File: src/rtl/cs_pol_pkg.sv
package cs_pol_pkg;
    typedef enum logic [1:0] {
        SRC_SOFT   = 2'b00,
        SRC_GAP    = 2'b01,
        SRC_MARK_A = 2'b10,
        SRC_MARK_B = 2'b11
    } src_e;
endpackage

File: src/rtl/cs_sense_sync.sv
module cs_sense_sync #(
    parameter int W      = 3,
    parameter int STAGES = 2
) (
    input  logic         clk,
    input  logic         rst_n,
    input  logic [W-1:0] d_i,
    output logic [W-1:0] q_o
);
    logic [W-1:0] stg_d [STAGES];
    logic [W-1:0] stg_q [STAGES];

    always_comb begin
        stg_d[0] = d_i;
        for (int k = 1; k < STAGES; k++) begin
            stg_d[k] = stg_q[k-1];
        end
    end

    genvar g;
    generate
        for (g = 0; g < STAGES; g++) begin : g_stage
            always_ff @(posedge clk or negedge rst_n) begin
                if (!rst_n) stg_q[g] <= '0;
                else        stg_q[g] <= stg_d[g];
            end
        end
    endgenerate

    assign q_o = stg_q[STAGES-1];
endmodule

File: src/rtl/cs_gap_detect.sv
module cs_gap_detect #(
    parameter int NPH = 3
) (
    input  logic           clk,
    input  logic           rst_n,
    input  logic [NPH-1:0] gate_hi_i,
    input  logic [NPH-1:0] gate_lo_i,
    output logic [NPH-1:0] gap_start_o
);
    typedef struct packed {
        logic [NPH-1:0] both_off;
    } gap_state_t;

    gap_state_t st_d, st_q;
    logic [NPH-1:0] off_now;

    always_comb begin
        off_now         = ~gate_hi_i & ~gate_lo_i;
        st_d.both_off   = off_now;
        gap_start_o     = off_now & ~st_q.both_off;
    end

    always_ff @(posedge clk or negedge rst_n) begin
        if (!rst_n) st_q <= '0;
        else        st_q <= st_d;
    end
endmodule

File: src/rtl/cs_pol_select.sv
module cs_pol_select
    import cs_pol_pkg::*;
#(
    parameter int NPH = 3
) (
    input  src_e           src_i,
    input  logic           center_i,
    input  logic           mid_mark_i,
    input  logic           end_mark_i,
    input  logic [NPH-1:0] sw_pol_i,
    input  logic [NPH-1:0] sense_i,
    input  logic [NPH-1:0] gap_start_i,
    input  logic [NPH-1:0] pol_q_i,
    output logic [NPH-1:0] pol_d_o
);
    logic mark_hit;

    always_comb begin
        mark_hit = center_i ? mid_mark_i : end_mark_i;
    end

    genvar p;
    generate
        for (p = 0; p < NPH; p++) begin : g_phase
            always_comb begin
                unique case (src_i)
                    SRC_SOFT:              pol_d_o[p] = sw_pol_i[p];
                    SRC_GAP:               pol_d_o[p] = gap_start_i[p] ? sense_i[p] : pol_q_i[p];
                    SRC_MARK_A, SRC_MARK_B: pol_d_o[p] = mark_hit ? sense_i[p] : pol_q_i[p];
                    default:               pol_d_o[p] = pol_q_i[p];
                endcase
            end
        end
    endgenerate
endmodule

File: src/rtl/cs_polarity_sampler.sv
module cs_polarity_sampler
    import cs_pol_pkg::*;
#(
    parameter int NPH         = 3,
    parameter int SYNC_STAGES = 2
) (
    input  logic           clk,
    input  logic           rst_n,
    input  logic [NPH-1:0] cmp_i,
    input  logic [NPH-1:0] gate_hi_i,
    input  logic [NPH-1:0] gate_lo_i,
    input  logic           mid_mark_i,
    input  logic           end_mark_i,
    input  logic           center_i,
    input  logic [1:0]     src_sel_i,
    input  logic [NPH-1:0] sw_pol_i,
    output logic [NPH-1:0] pol_o
);
    typedef struct packed {
        logic [NPH-1:0] pol;
    } top_state_t;

    top_state_t     st_d, st_q;
    logic [NPH-1:0] sense_s;
    logic [NPH-1:0] gap_start;
    logic [NPH-1:0] pol_next;
    src_e           src;

    cs_sense_sync #(.W(NPH), .STAGES(SYNC_STAGES)) u_sync (
        .clk   (clk),
        .rst_n (rst_n),
        .d_i   (cmp_i),
        .q_o   (sense_s)
    );

    cs_gap_detect #(.NPH(NPH)) u_gap (
        .clk         (clk),
        .rst_n       (rst_n),
        .gate_hi_i   (gate_hi_i),
        .gate_lo_i   (gate_lo_i),
        .gap_start_o (gap_start)
    );

    cs_pol_select #(.NPH(NPH)) u_sel (
        .src_i       (src),
        .center_i    (center_i),
        .mid_mark_i  (mid_mark_i),
        .end_mark_i  (end_mark_i),
        .sw_pol_i    (sw_pol_i),
        .sense_i     (sense_s),
        .gap_start_i (gap_start),
        .pol_q_i     (st_q.pol),
        .pol_d_o     (pol_next)
    );

    always_comb begin
        src      = src_e'(src_sel_i);
        st_d.pol = pol_next;
    end

    always_ff @(posedge clk or negedge rst_n) begin
        if (!rst_n) st_q <= '0;
        else        st_q <= st_d;
    end

    assign pol_o = st_q.pol;
endmodule

File: config.mk
export PLATFORM = sky130hd
export DESIGN_NAME = cs_polarity_sampler
export DESIGN_NICKNAME = d
export VERILOG_FILES = /design/src/rtl/cs_pol_pkg.sv /design/src/rtl/cs_sense_sync.sv /design/src/rtl/cs_gap_detect.sv /design/src/rtl/cs_pol_select.sv /design/src/rtl/cs_polarity_sampler.sv
export SDC_FILE = /design/constraint.sdc
export NUM_CORES = 1
export LEC_CHECK = 0
export ABC_CLOCK_PERIOD_IN_PS = 2050
export BUFFER_PORTS_ARGS = -buffer_cell sky130_fd_sc_hd__buf_4
export CORE_AREA = 2 2 39 41
export CTS_BUF_LIST = sky130_fd_sc_hd__clkbuf_8
export CTS_CLUSTER_DIAMETER = 50
export DETAILED_ROUTE_END_ITERATION = 8
export DIE_AREA = 0 0 41 43
export PLACE_DENSITY = 0.61
export SKIP_CTS_REPAIR_TIMING = 1
export SYNTH_ARGS = -nofsm -noshare
export SYNTH_HDL_FRONTEND = slang
export SYNTH_SLANG_ARGS = --single-unit
File: constraint.sdc
create_clock -name clk -period 2.05 [get_ports clk]
set_clock_uncertainty 0.15 [all_clocks]
set_input_delay 0.205 -clock clk [delete_from_list [all_inputs] [get_ports clk]]
set_output_delay 0.205 -clock clk [all_outputs]
set_load 0.1 [all_outputs]
Word-level counts from Yosys, hierarchy flattened:

Cells that the tools add are included.

* word-level logic and storage cells: 33
* output and inout port bits: 3
* input bits: 19
* register bits after elaboration: 12

* equality and inequality tests: 7
* reduce and logical (&&, ||, !) cells: 5
* bitwise operators: 5
* multiplexer cells: 10

Operators by type and width (number)
* 3-bit NOT: 3
* 1-bit one-hot mux with 3 select lines: 3
* 2-bit by 1-bit inequality test with 1-bit output (second input constant): 4
* 1-bit 2-to-1 mux: 7
* 3-bit AND: 2
* 2-bit AND reduction: 3
* 2-bit equality test (second input constant): 2
* 2-bit by 1-bit equality test with 1-bit output (second input constant): 1
* 2-bit logical NOT: 1
* 2-bit OR reduction: 1

Logic depth before layout (Yosys ltp):

Gate-level depths: netlist (run 1).

* word-level depth: 5
* mapped depth: 3
* depth with buffers taken out: 3

Cells and area by module:

Synthesis (run 1) repeated with hierarchy kept, for this count alone.

* cell total of the unflattened synthesis: 38
* area, all modules: 479.2 um2

Modules (own cells, without submodules)
* cs_sense_sync: area each 150.1 um2, instances 1, cells each 6, sequential area each 150.1 um2
* cs_pol_select: area each 137.6 um2, instances 1, cells each 20, sequential area each 0.0 um2
* cs_gap_detect: area each 116.4 um2, instances 1, cells each 9, sequential area each 75.1 um2
* cs_polarity_sampler: area each 75.1 um2, instances 1, cells each 3, sequential area each 75.1 um2

Least setup slack after synthesis (run 1):

Ideal clock, no wire load.

* kind: register -> register
* start point: register u_gap.st_q[0] in the netlist's numbering
* end point: register st_q, in the netlist pol_o[0]
* data arrival time: 1.183 ns
* cell stages (with the launch flop): 4
* buffers on the path: 0
* slack: 0.592 ns
* clock period less this slack: 1.458 ns
* library setup time: 0.125 ns
* path through: dfrtp_1 > or3_1 > a22oi_1 > mux2_2

* cells in the longest elaborated chain, start to end: 4

Ends and longest elaborated chain
* start, declared: RTL line cs_gap_detect.sv:14 `gap_state_t st_d, st_q;`
* start signal, assigned: RTL line cs_gap_detect.sv:25 `else st_q <= st_d;`
* 3-bit NOT: RTL line cs_gap_detect.sv:20 `gap_start_o = off_now & ~st_q.both_off;`
* 3-bit AND: RTL line cs_gap_detect.sv:20
* 2-bit by 1-bit inequality test with 1-bit output (no line)
* 2-bit AND reduction (no line)
* end signal, assigned: RTL line cs_polarity_sampler.sv:63 `else st_q <= st_d;`
* end, declared: RTL line cs_polarity_sampler.sv:23 `top_state_t st_d, st_q;`

Every way passes these cells.
A chain may end at the register's enable or synchronous reset.

Worst setup path after layout (run 1):

* start point: input gate_lo_i[1]
* end point: register st_q, in the netlist pol_o[1]

* cells in the longest elaborated chain, start to end: 5

Ends and longest elaborated chain
* start, declared: RTL line cs_polarity_sampler.sv:11 `input logic [NPH-1:0] gate_lo_i,`
* 3-bit NOT: RTL line cs_gap_detect.sv:18 `off_now = ~gate_hi_i & ~gate_lo_i;`
* 3-bit AND: RTL line cs_gap_detect.sv:18
* 3-bit AND: RTL line cs_gap_detect.sv:20
* 2-bit by 1-bit inequality test with 1-bit output (no line)
* 2-bit AND reduction (no line)

Every way passes these cells.

==> results of run 1 <==
[per-layer routing]
layer,share of wire,GRT usage
met1,0.40,0.1319
met2,0.51,0.1531
met3,0.076,0.03141
met4,0.012,0.1000
met5,0,0
[how the worst min path moves through the flow]
stage	start	endpoint	slack, ps
final	sw_pol_i[1]	pol_o[1]	170
after global routing	sw_pol_i[1]	pol_o[1]	180
after CTS	rst_n	pol_o[2]	-350
after detailed placement	rst_n	pol_o[2]	-100
after global placement	rst_n	u_gap.st_q[2]	-100
after floorplan	rst_n	pol_o[0]	-240
[cell usage in the layout (no fill, tap or decap)]
master,instances
mux2_1,2
mux2_4,1
nor2_1,4
a22oi_2,1
mux2_2,3
mux2i_1,1
a22oi_1,2
buf_4,21
clkbuf_8,3
dlygate4sd3_1,10
dfrtp_1,12
and2b_1,1
or3_1,3
[metrics by stage]
stage          worst slack, ps  hold slack [ps]  area (sq um)
6_report                 279.7            172.5         769.5
4_1_cts                  499.9           -348.9         669.4
2_1_floorplan            591.9           -240.6         450.4
3_3_place_gp             517.2           -100.6         628.1
3_5_place_dp             507.0           -102.5         628.1
5_1_grt                  248.2            184.6         769.5
[state kept, by name, indices dropped and copies added (netlist names)]
register,count
u_sync.q_o,3
u_sync.stg_d,3
u_gap.st_q,3
pol_o,3
[critical path: stages]
cell and delay, ps:
dlygate4sd3_1 540, buf_4 130, or3_1 310, a22oi_1 190, mux2_2 350
[final cells by class]
cell class / count / area [sq um]
tap: 16 / 20.02
fill: 127 / 614.3
multi-input combinational: 18 / 150.1
clock buffer: 3 / 41.29
timing repair buffer: 31 / 257.7
sequential: 12 / 300.3
[power by group]
group | switching (W) | internal (W) | leakage [nW] | total [W]
Sequential | 0.00000620 | 0.000256 | 0.144 | 0.000262
Clock | 0.0000673 | 0.000128 | 0.0216 | 0.000195
Combinational | 0.0000956 | 0.0000657 | 0.207 | 0.000161
Total | 0.000169 | 0.000449 | 0.372 | 0.000618
[cell families (layout without fill, tap and decap cells)]
| family | count (synthesis) | count (layout) | synth area share |
|---|---|---|---|
| DFF | 12 | 12 | 0.6667 |
| and+or+nand+nor | 8 | 8 | 0.09167 |
| muxes | 7 | 7 | 0.1805 |
| AOI/OAI and AO/OA | 3 | 3 | 0.06110 |
| buffers and inverters | 0 | 34 | 0 |
==> impl_metrics.yaml, run 1 <==
setup_path:
  crit_start: "gate_lo_i[1]"
  cp-endpoint: "pol_o[1]"
  reg2regPathDepth: 3
  arrival_ps: 1730
  reg2reg_from: "u_gap.st_q[1]"
  ff2ff_setup_slack_ps: 520
  crit_required_ps: 2010
  cp_max_fo: 2
  end_kind: "register"
  r2r-end: "pol_o[1]"
  cp-start-kind: "input port"
  crit_type: "input port to register"
detailed_routing:
  vias_per_cell: 4.288
  vias: 343
  post_drt_wl_per_cell_um: 10.56
  drtIter0Drc: 2
  drt_wl_total_um: 845
  drtPass1Iterations: 2
  drc: 0
  ant_nets: 0
timing:
  tightestPinTransition_ps: 281.3
  fmax_mhz: 564.9
  final_hold_viol_count: 0
  rsz0062_at_grt: "false"
  finalSetupTns_ps: 0
  finalSetupViolations: 0
  finalWorstPathRequiredPeriod_ps: 1770
  relSlewSlack: 0.8071
  period_share: 0.8635
  maxSlewViolCount: 0
power:
  total_power_w: 0.0006181
  powerDensity_nw_per_um2: 803.2
  ir_worst_vdd_mv: 0.4503
  power_leakage_nw: 0.3719
die:
  core_sq_um: 1384
  fp.dieH_um: 43
  num_rows: 14
  ioPinCount: 22
  die_area_sq_um: 1763
  start_util: 0.3255
  die_w_um: 41
logic_synthesis:
  seq_area_frac_synth: 0.6667
  synth_top_area_share: 0.6667
  synth.largest_area_cell: "dfrtp_1"
  synth.most_common_cell: "dfrtp_1"
  synth_enable_flop_cells: 0
  ys_warn_count: 0
  postSynth.asyncResetShare: 1.000
  ys_types: 10
  syn_avg_cell_area_sq_um: 15.01
  synthesis.nets: 49
  ys.flop_type: "dfrtp_1"
  ys_ff_latch: 12
  synthTopCellsByCount: "12 x dfrtp_1, 4 x nor2_1, 3 x mux2_2, 3 x or3_1"
  syn_inst: 30
  ys_top_cells_by_area: "dfrtp_1 67%, mux2_2 7.5%, mux2_1 5.0%"
  syn_area_sq_um: 450.4
final_layout:
  stdcell_count: 80
  fin_util: 0.5561
  layout.nets: 85
  drive_above_1_share: 0.4531
  syn_to_final_growth_pct: 70.83
  antennaDiodeCount: 0
flow_run:
  max_cap_viol_count: 0
min_path:
  holdPathStages: 3
  holdCritPathClass: "input port to register"
global_routing:
  antenna_found_initial: 0
  grt_pass1_vias: 348
  grt_pass1_wl_mm: 1.248
  grt_overflow: 0
  grt_max_degree: 13
  grt.total_usage: 0.1110
clocking:
  htree_num_levels: 1
  clk_pin_slew_ps: 40
  cts_buffer_depth: 2
  cts_tree: "built"
  cts_root_buffer: "clkbuf_8"
  clock_sinks: 12
  clkLatencyLatePin_ps: 230
  numCtsBuffers: 3
place:
  place_inst: 67
  gp_congestion: 0.6434
  numPortBuffers: 21
outcome:
  outcome: "finished clean"
No activity file was read; power rests on OpenSTA's default activity.
==> inputs of run 2 (changes only) <==
--- a/config.mk
+++ b/config.mk
@@ -12,7 +12,7 @@
 export CTS_CLUSTER_DIAMETER = 50
 export DETAILED_ROUTE_END_ITERATION = 8
 export DIE_AREA = 0 0 41 43
-export PLACE_DENSITY = 0.61
+export PLACE_DENSITY = 0.65
 export SKIP_CTS_REPAIR_TIMING = 1
 export SYNTH_ARGS = -nofsm -noshare
 export SYNTH_HDL_FRONTEND = slang
==> run 2 against run 1 <==
- cell area is 1.8% higher
- wire length up 12%
- via count up 9.3%
- highest routed layer is now met3
- fmax fell by 0.31%
- global-route usage shrank 0.96 points
- clock-buffer cell count grew 1
- critical path depth unchanged
- worst hold slack worse by 5.5 ps
- setup slack got worse by 5.5 ps
- largest power group unchanged
==> impl_metrics.yaml, run 2 (synthesized netlist as in run 1, its figures left out) <==
outcome:
  outcome: "finished clean"
global_routing:
  grt_pass1_vias: 318
  grt_pass1_wl_mm: 1.138
  grt_max_degree: 13
  grt_overflow: 0
  antenna_found_initial: 0
  grt.total_usage: 0.1014
final_layout:
  stdcell_count: 81
  drive_above_1_share: 0.4615
  syn_to_final_growth_pct: 73.89
  final_common_cell: "buf_4"
  antennaDiodeCount: 0
  mostFrequentLayoutCells: "21 x buf_4, 12 x dfrtp_1, 10 x dlygate4sd3_1"
  layout.nets: 85
  fin_area_sq_um: 783.3
  nFillCells: 125
place:
  pre_cts_slack_ps: 513.0
  place_inst: 67
  placed_area_sq_um: 628.1
  hpwl_um: 639.2
  numPortBuffers: 21
  gp_congestion: 0.5786
timing:
  final_hold_viol_count: 0
  rsz0062_at_grt: "false"
  tightestPinTransition_ps: 322.0
  finalSetupTns_ps: 0
  maxSlewViolCount: 0
  period_share: 0.8662
  fmax_mhz: 563.1
  finalWorstPathRequiredPeriod_ps: 1776
  finalSetupViolations: 0
  relSlewSlack: 0.7792
  timing.final.ws_setup_ps: 274.2
  holdWs_ps: 167.0
clocking:
  htree_num_levels: 1
  clock_sinks: 12
  cts_buffer_depth: 2
  cts_tree: "built"
  cts_root_buffer: "clkbuf_8"
  numCtsBuffers: 3
  clkLatencyLatePin_ps: 240
  clk_pin_slew_ps: 50
setup_path:
  crit_slowest_cell: "dlygate4sd3_1"
  end_kind: "register"
  crit_required_ps: 2020
  critPathTopFamily: "buffers and inverters"
  cp_num_buf_inv: 2
  cp_slowest_stage_delay_ps: 550
  cp_max_fo: 2
  cp-start-kind: "input port"
  arrival_ps: 1740
  crit_type: "input port to register"
  path_cells: "dlygate4sd3_1 > buf_4 > or3_1 > a22oi_1 > mux2_2"
die:
  die_area_sq_um: 1763
  start_util: 0.3255
  fp.dieH_um: 43
  num_rows: 14
  ioPinCount: 22
  core_sq_um: 1384
  die_w_um: 41
power:
  sequentialPowerShare: 0.388
  netSwitchingFraction: 0.2736
  ir_worst_vdd_mv: 0.5067
  p_int_w: 0.0004900
  clockPowerShare: 0.372
  powerDensity_nw_per_um2: 861.3
  power.share.combinational: 0.239
  p_switching_w: 0.0001846
  power_leakage_nw: 0.3791
detailed_routing:
  vias: 375
  post_drt_wl_per_cell_um: 11.69
  drtPass1Iterations: 1
  drtIter0Drc: 0
  ant_nets: 0
  drt_wl_total_um: 947
  vias_per_cell: 4.630
  drc: 0
min_path:
  holdCritPathClass: "input port to register"
flow_run:
  max_cap_viol_count: 0
## run 2: final timing paths
kind	start	end	slack (ps)	cells past startpoint
max	gate_lo_i[1]	pol_o[1]	270	5
min	sw_pol_i[1]	pol_o[1]	170	3
max reg2reg	u_gap.st_q[1]	pol_o[1]	520	3
min reg2reg	u_sync.stg_d[0]	u_sync.q_o[0]	190	0
max in group asynchronous	rst_n	u_gap.st_q[1]	1400	2
min in group asynchronous	rst_n	u_gap.st_q[2]	200	2
## run 2: per-stage QoR
stage,power [W],util
global route,0.0007039,0.5660
global placement,0.0004114,0.4539
floorplan,0.0003595,-
finish,0.0006746,0.5660
detailed placement,0.0004132,0.4539
CTS,0.0006664,0.4937
## run 2: final cells by class
| type | count | area (sq um) | area share |
|---|---|---|---|
| sequential | 12 | 300.3 | 0.3834 |
| timing repair buffer | 31 | 257.7 | 0.3291 |
| tap | 16 | 20.02 | 0.02556 |
| multi-input combinational | 18 | 150.1 | 0.1917 |
| clock buffer | 4 | 55.05 | 0.07029 |
## run 2: tightest hold or removal path: cells and delay by family
family,cells,cell delay [ps]
buffers and inverters,1,80
muxes,2,240
## run 2: layer usage
layer,global-route usage,part of all wire,vias up
li1,-,-,175
met1,0.1168,0.37,182
met5,0,0,-
met2,0.1469,0.55,18
met3,0.03141,0.074,0
met4,0.08000,0,0
## run 2: power groups by stage
stage | combinational, W | clock, W | sequential [W]
floorplan | 0.0000284 | 0 | 0.000331
global placement | 0.000146 | 0 | 0.000266
detailed placement | 0.000147 | 0 | 0.000266
CTS | 0.000147 | 0.000257 | 0.000262
global route | 0.000170 | 0.000270 | 0.000264
finish | 0.000162 | 0.000251 | 0.000262
